<file path="src/rtl/pcg_pkg.sv">
package pcg_pkg;
  // Byte offsets within one bank's register window.
  localparam logic [3:0] OFF_SET = 4'h0;
  localparam logic [3:0] OFF_CLR = 4'h4;
  localparam logic [3:0] OFF_STS = 4'h8;
  // Distance in bytes between two bank windows.
  localparam int BANK_STRIDE = 16;

  typedef enum logic [1:0] {
    RK_NONE,
    RK_SET,
    RK_CLR,
    RK_STS
  } reg_kind_e;
endpackage

</file>
<file path="src/rtl/pcg_decode.sv">
module pcg_decode
  import pcg_pkg::*;
#(
  parameter int ADDR_W    = 8,
  parameter int NUM_BANKS = 2,
  localparam int BIDX_W   = ADDR_W - 4
) (
  input  logic [ADDR_W-1:0] addr,
  output logic [BIDX_W-1:0] bank_idx,
  output reg_kind_e         kind
);
  logic [3:0] off;

  assign bank_idx = addr[ADDR_W-1:4];
  assign off      = addr[3:0];

  always_comb begin
    kind = RK_NONE;
    if (int'(bank_idx) < NUM_BANKS) begin
      unique case (off)
        OFF_SET: kind = RK_SET;
        OFF_CLR: kind = RK_CLR;
        OFF_STS: kind = RK_STS;
        default: kind = RK_NONE;
      endcase
    end
  end
endmodule

</file>
<file path="src/rtl/pcg_bank.sv">
module pcg_bank #(
  parameter int BANK_W     = 32,
  parameter int BASE_ID    = 0,
  parameter int NUM_PERIPH = 64,
  parameter int ALWAYS_ON  = 2
) (
  input  logic              clk,
  input  logic              rst_n,
  input  logic              set_we,
  input  logic              clr_we,
  input  logic [BANK_W-1:0] wdata,
  output logic [BANK_W-1:0] state
);
  function automatic logic [BANK_W-1:0] calc_on();
    logic [BANK_W-1:0] m;
    m = '0;
    for (int i = 0; i < BANK_W; i++)
      if (BASE_ID + i < ALWAYS_ON && BASE_ID + i < NUM_PERIPH) m[i] = 1'b1;
    return m;
  endfunction

  function automatic logic [BANK_W-1:0] calc_gate();
    logic [BANK_W-1:0] m;
    m = '0;
    for (int i = 0; i < BANK_W; i++)
      if (BASE_ID + i >= ALWAYS_ON && BASE_ID + i < NUM_PERIPH) m[i] = 1'b1;
    return m;
  endfunction

  localparam logic [BANK_W-1:0] ON_MASK   = calc_on();
  localparam logic [BANK_W-1:0] GATE_MASK = calc_gate();

  logic [BANK_W-1:0] st_q, st_d, set_v, clr_v;

  assign set_v = set_we ? wdata : '0;
  assign clr_v = clr_we ? wdata : '0;
  assign st_d  = ((st_q | set_v) & ~clr_v) & GATE_MASK;

  always_ff @(posedge clk or negedge rst_n) begin
    if (!rst_n) st_q <= '0;
    else        st_q <= st_d;
  end

  assign state = (st_q & GATE_MASK) | ON_MASK;
endmodule

</file>
<file path="src/rtl/pcg_gate.sv">
module pcg_gate (
  input  logic clk,
  input  logic rst_n,
  input  logic en,
  output logic gclk
);
  // The enable is captured while clk is low, so the AND cannot chop a high phase.
  logic en_lo;

  always_ff @(negedge clk or negedge rst_n) begin
    if (!rst_n) en_lo <= 1'b0;
    else        en_lo <= en;
  end

  assign gclk = clk & en_lo;
endmodule

</file>
<file path="src/rtl/periph_clk_gate_bank.sv">
module periph_clk_gate_bank
  import pcg_pkg::*;
#(
  parameter int NUM_PERIPH = 64,
  parameter int BANK_W     = 32,
  parameter int ALWAYS_ON  = 2,
  parameter int ADDR_W     = 8,
  localparam int NUM_BANKS = (NUM_PERIPH + BANK_W - 1) / BANK_W,
  localparam int BIDX_W    = ADDR_W - 4
) (
  input  logic                  clk,
  input  logic                  rst_n,
  input  logic [ADDR_W-1:0]     addr,
  input  logic [BANK_W-1:0]     wdata,
  input  logic                  wr_en,
  output logic [BANK_W-1:0]     rdata,
  output logic [NUM_PERIPH-1:0] clk_en,
  output logic [NUM_PERIPH-1:0] gclk
);
  localparam int TOT_W = NUM_BANKS * BANK_W;

  logic [BIDX_W-1:0] bank_idx;
  reg_kind_e         kind;
  logic [TOT_W-1:0]  all_state;

  pcg_decode #(.ADDR_W(ADDR_W), .NUM_BANKS(NUM_BANKS)) u_dec (
    .addr(addr), .bank_idx(bank_idx), .kind(kind)
  );

  for (genvar b = 0; b < NUM_BANKS; b++) begin : g_bank
    logic hit;
    assign hit = wr_en && (int'(bank_idx) == b);
    pcg_bank #(
      .BANK_W(BANK_W), .BASE_ID(b * BANK_W),
      .NUM_PERIPH(NUM_PERIPH), .ALWAYS_ON(ALWAYS_ON)
    ) u_bank (
      .clk(clk), .rst_n(rst_n),
      .set_we(hit && kind == RK_SET),
      .clr_we(hit && kind == RK_CLR),
      .wdata(wdata),
      .state(all_state[b*BANK_W +: BANK_W])
    );
  end

  always_comb begin
    rdata = '0;
    if (kind == RK_STS) begin
      for (int b = 0; b < NUM_BANKS; b++)
        if (int'(bank_idx) == b) rdata = all_state[b*BANK_W +: BANK_W];
    end
  end

  assign clk_en = all_state[NUM_PERIPH-1:0];

  for (genvar p = 0; p < NUM_PERIPH; p++) begin : g_gate
    pcg_gate u_gate (.clk(clk), .rst_n(rst_n), .en(clk_en[p]), .gclk(gclk[p]));
  end
endmodule

</file>
<file path="config.mk">
export PLATFORM = sky130hd
export DESIGN_NAME = periph_clk_gate_bank
export DESIGN_NICKNAME = d
export VERILOG_FILES = /design/src/rtl/pcg_pkg.sv /design/src/rtl/pcg_decode.sv /design/src/rtl/pcg_bank.sv /design/src/rtl/pcg_gate.sv /design/src/rtl/periph_clk_gate_bank.sv
export SDC_FILE = /design/constraint.sdc
export NUM_CORES = 1
export LEC_CHECK = 0
export CAP_MARGIN = 20
export CORE_MARGIN = 5
export CORE_UTILIZATION = 40
export DETAILED_ROUTE_END_ITERATION = 12
export PLACE_DENSITY_LB_ADDON = 0.15
export SKIP_CTS_REPAIR_TIMING = 1
export SLEW_MARGIN = 30
export SYNTH_ARGS = -nofsm -noshare
export SYNTH_HDL_FRONTEND = slang
export SYNTH_SLANG_ARGS = --single-unit
</file>
<file path="constraint.sdc">
create_clock -name clk -period 1.7 [get_ports clk]
set_clock_uncertainty 0.1 [all_clocks]
set_input_delay 0.34 -clock clk [delete_from_list [all_inputs] [get_ports clk]]
set_output_delay 0.34 -clock clk [all_outputs]
set_load 0.03 [all_outputs]
</file>
==> key figures <==
Status
  – Run status: finished, violations left
  – Failing checks: negative setup slack

Placement
  – Placed Area: 0.00754 mm2
  – RePlAce Congestion: 0.777
  – Dpl cells: 809
  – Port bufs: 200
  – HPWL Detailed: 11300 um

Clock network
  – Clk slew on worst S/H paths: 50 ps
  – CTS tree: built
  – Worst skew pair latency: 520 ps

Timing
  – # setup viols final: 159
  – RSZ-0062 raised after global routing: true
  – Slew Limit Fails: 0
  – Max_slew headroom: 54.4%
  – Endpoints failing hold: 0
  – Worst Max-Slew Pin Slew: 684 ps
  – Setup WS post-layout: -897 ps

GRT
  – First-pass GRT wire length: 28400 um
  – Vias in the first global route: 5617
  – Met2 GRT Util: 29.6%
  – Busiest layer in global routing: met2
  – Grt met3 use: 11.1%
  – Routing usage on met1: 22.0%
  – GRT Residual Overflow: 0
  – Pin count of the biggest net entering global routing: 63
  – Initial antenna violation count: 1
  – GRT Total Usage: 20.7%

Synth
  – Post-Syn Area: 0.00603 mm2
  – Synth cell types: 22
  – Syn Inst Count: 556
  – Top cell type's share of synthesized area: 26.1%
  – Synth area leaders: dfrtn_1, dfrtp_1, buf_4
  – Synth Register Bits: 125
  – Seq/Total Area, Yosys: 51.8%
  – Mapped Avg Cell Area: 10.9 um2
  – Ys Warns: 0
  – Leading area contributor after synthesis: dfrtn_1

Final layout
  – Multi-input gate area: 0.00239 mm2
  – Register area: 0.00315 mm2
  – Final Non-Filler Cells: 882
  – Fillers: 1151
  – Area growth, synth to finish: 53.3%
  – Final nets: 720
  – Layout cells sized above 1: 58.6%
  – Cell area after layout: 0.00925 mm2
  – Antenna Cells: 0

Worst setup path
  – Reg2reg end: g_gate[61].u_gate.en_lo$_DFF_NN0_
  – CP Data Arrival Time: 2160 ps
  – Crit-path max FO: 2
  – FF-to-FF setup slack: 110 ps
  – Required time worst endpoint: 1260 ps
  – RR Startpoint: g_bank[1].u_bank.state[29]$_DFF_PN0_
  – R2R cell count: 0
  – CP Launch Type: flip-flop
  – Endpoint type of the worst setup path: primary output
  – WS Path Type: flip-flop to primary output

Route
  – Detailed Route Iter0 Violations: 346
  – Antenna Nets Post-Route: 0
  – Routed WL: 18800 um
  – Routed length per instance: 21.3 um
  – DR pass1 iterations: 5
  – Vias per cell: 5.40
  – DR DRC count: 0
  – Vias: 4764

Die
  – Die width: 133 um
  – IO Pins: 203
  – Num rows: 44
  – Initial Util: 41.2%
  – Die ar.: 0.0176 mm2
  – Core ar.: 0.0146 mm2
  – Height of the die: 133 um

Flow run
  – Max-cap viol count: 0

Power
  – PwrDens: 1380 mW/mm2
  – LEAKAGE: 4.29 nW
  – VDD IR max: 0.000963 V

Min path
  – Hold Path Class: input port to asynchronous set/reset pin
-- placed cells by master (no fill, tap or decap), types with 2 or more instances in the layout --
cell type        Yosys  final
clkbuf_16            0     41
clkbuf_1            22     11
inv_1                2      2
buf_2               16      2
buf_4              131     38
buf_8                0      8
nor4b_4              1      2
a41oi_1             30     30
dfrtp_2              0     19
clkbuf_8             0      4
and2_4               0     63
a21oi_4              0      2
dfrtp_1             62     43
a31oi_1             94     94
buf_6                0     92
nor2_4               0     29
mux2i_2              0     19
clkdlybuf4s50_1      0     33
dfrtn_1             63     63
buf_12               0      7
clkbuf_2             0     61
conb_1               1      3
dlymetal6s2s_1       0      6
clkinv_2             0      6
mux2i_4              0     10
-- logic make-up after synthesis --
family	synth area share, %
and+or+nand+nor	9.62
buffers and inverters	19.2
muxes	4.98
DFF	51.8
other	0.0621
AOI/OAI and AO/OA	14.3
-- metal layers --
layer	share of wire (%)	up-vias
li1	-	2112
met1	37	2351
met2	50	235
met3	8.3	64
met4	4.0	2
met5	0.069	-
-- cell usage after synthesis --
cell type,number
buf_4,131
a31oi_1,94
and2_1,64
dfrtn_1,63
dfrtp_1,62
a41oi_1,30
mux2i_1,30
nor2_1,30
clkbuf_1,22
buf_2,16
a21oi_1,2
inv_1,2
and3_1,1
buf_1,1
conb_1,1
inv_2,1
nand2_1,1
nor3_1,1
nor3b_1,1
nor4_1,1
nor4b_2,1
nor4b_4,1
-- flip-flops by register name, summed over array words and instances, names as in the netlist --
register,flops
g_bank.u_bank.st_q,30
g_bank.u_bank.state,32
g_gate.u_gate.en_lo,63
-- worst max-delay path, stage by stage, from the launching register on --
cell       delay [ps]
dfrtn_1           380
and2_4            170
clkbuf_16         130
buf_8             110
-- power by group --
part	switching, W	internal (W)	total (W)
combinational	0.000661	0.000406	0.00107
clock	0.00301	0.00522	0.00823
sequential	0.000226	0.00324	0.00347
total	0.00390	0.00887	0.0128
-- metrics by stage --
stage                     hold slack (ps)  total power (W)  worst slack [ps]  TNS [ps]  utilization (%)
after floorplan                     -55.6          0.00547              -228    -15430                -
after global placement                256          0.00557              -742    -90310             51.5
after detailed placement              261          0.00560              -739    -91600             51.5
after CTS                            -294           0.0129             -1630   -126720             60.2
after global routing                  283           0.0134              -943    -56670             63.2
final                                 250           0.0128              -897    -52540             63.2
-- worst max-delay path by stage --
stage,from,endpoint,slack [ps]
floorplan,g_gate[1].u_gate.en_lo$_DFF_NN0_,gclk[0],-230
global placement,g_gate[1].u_gate.en_lo$_DFF_NN0_,gclk[0],-740
detailed placement,g_gate[1].u_gate.en_lo$_DFF_NN0_,gclk[0],-740
CTS,clk,gclk[0],-1630
global route,g_gate[1].u_gate.en_lo$_DFF_NN0_,gclk[1],-940
finish,g_gate[1].u_gate.en_lo$_DFF_NN0_,gclk[1],-900
-- cell type report --
cell class,instances,area share [%]
Timing Repair Buffer,179,16.8
Inverter,3,0.122
Multi-Input combinational cell,260,25.9
Tap cell,184,2.49
Clock inverter,6,0.325
Sequential cell,125,34.1
Clock buffer,125,20.4
(Power assumes the default switching activity.)
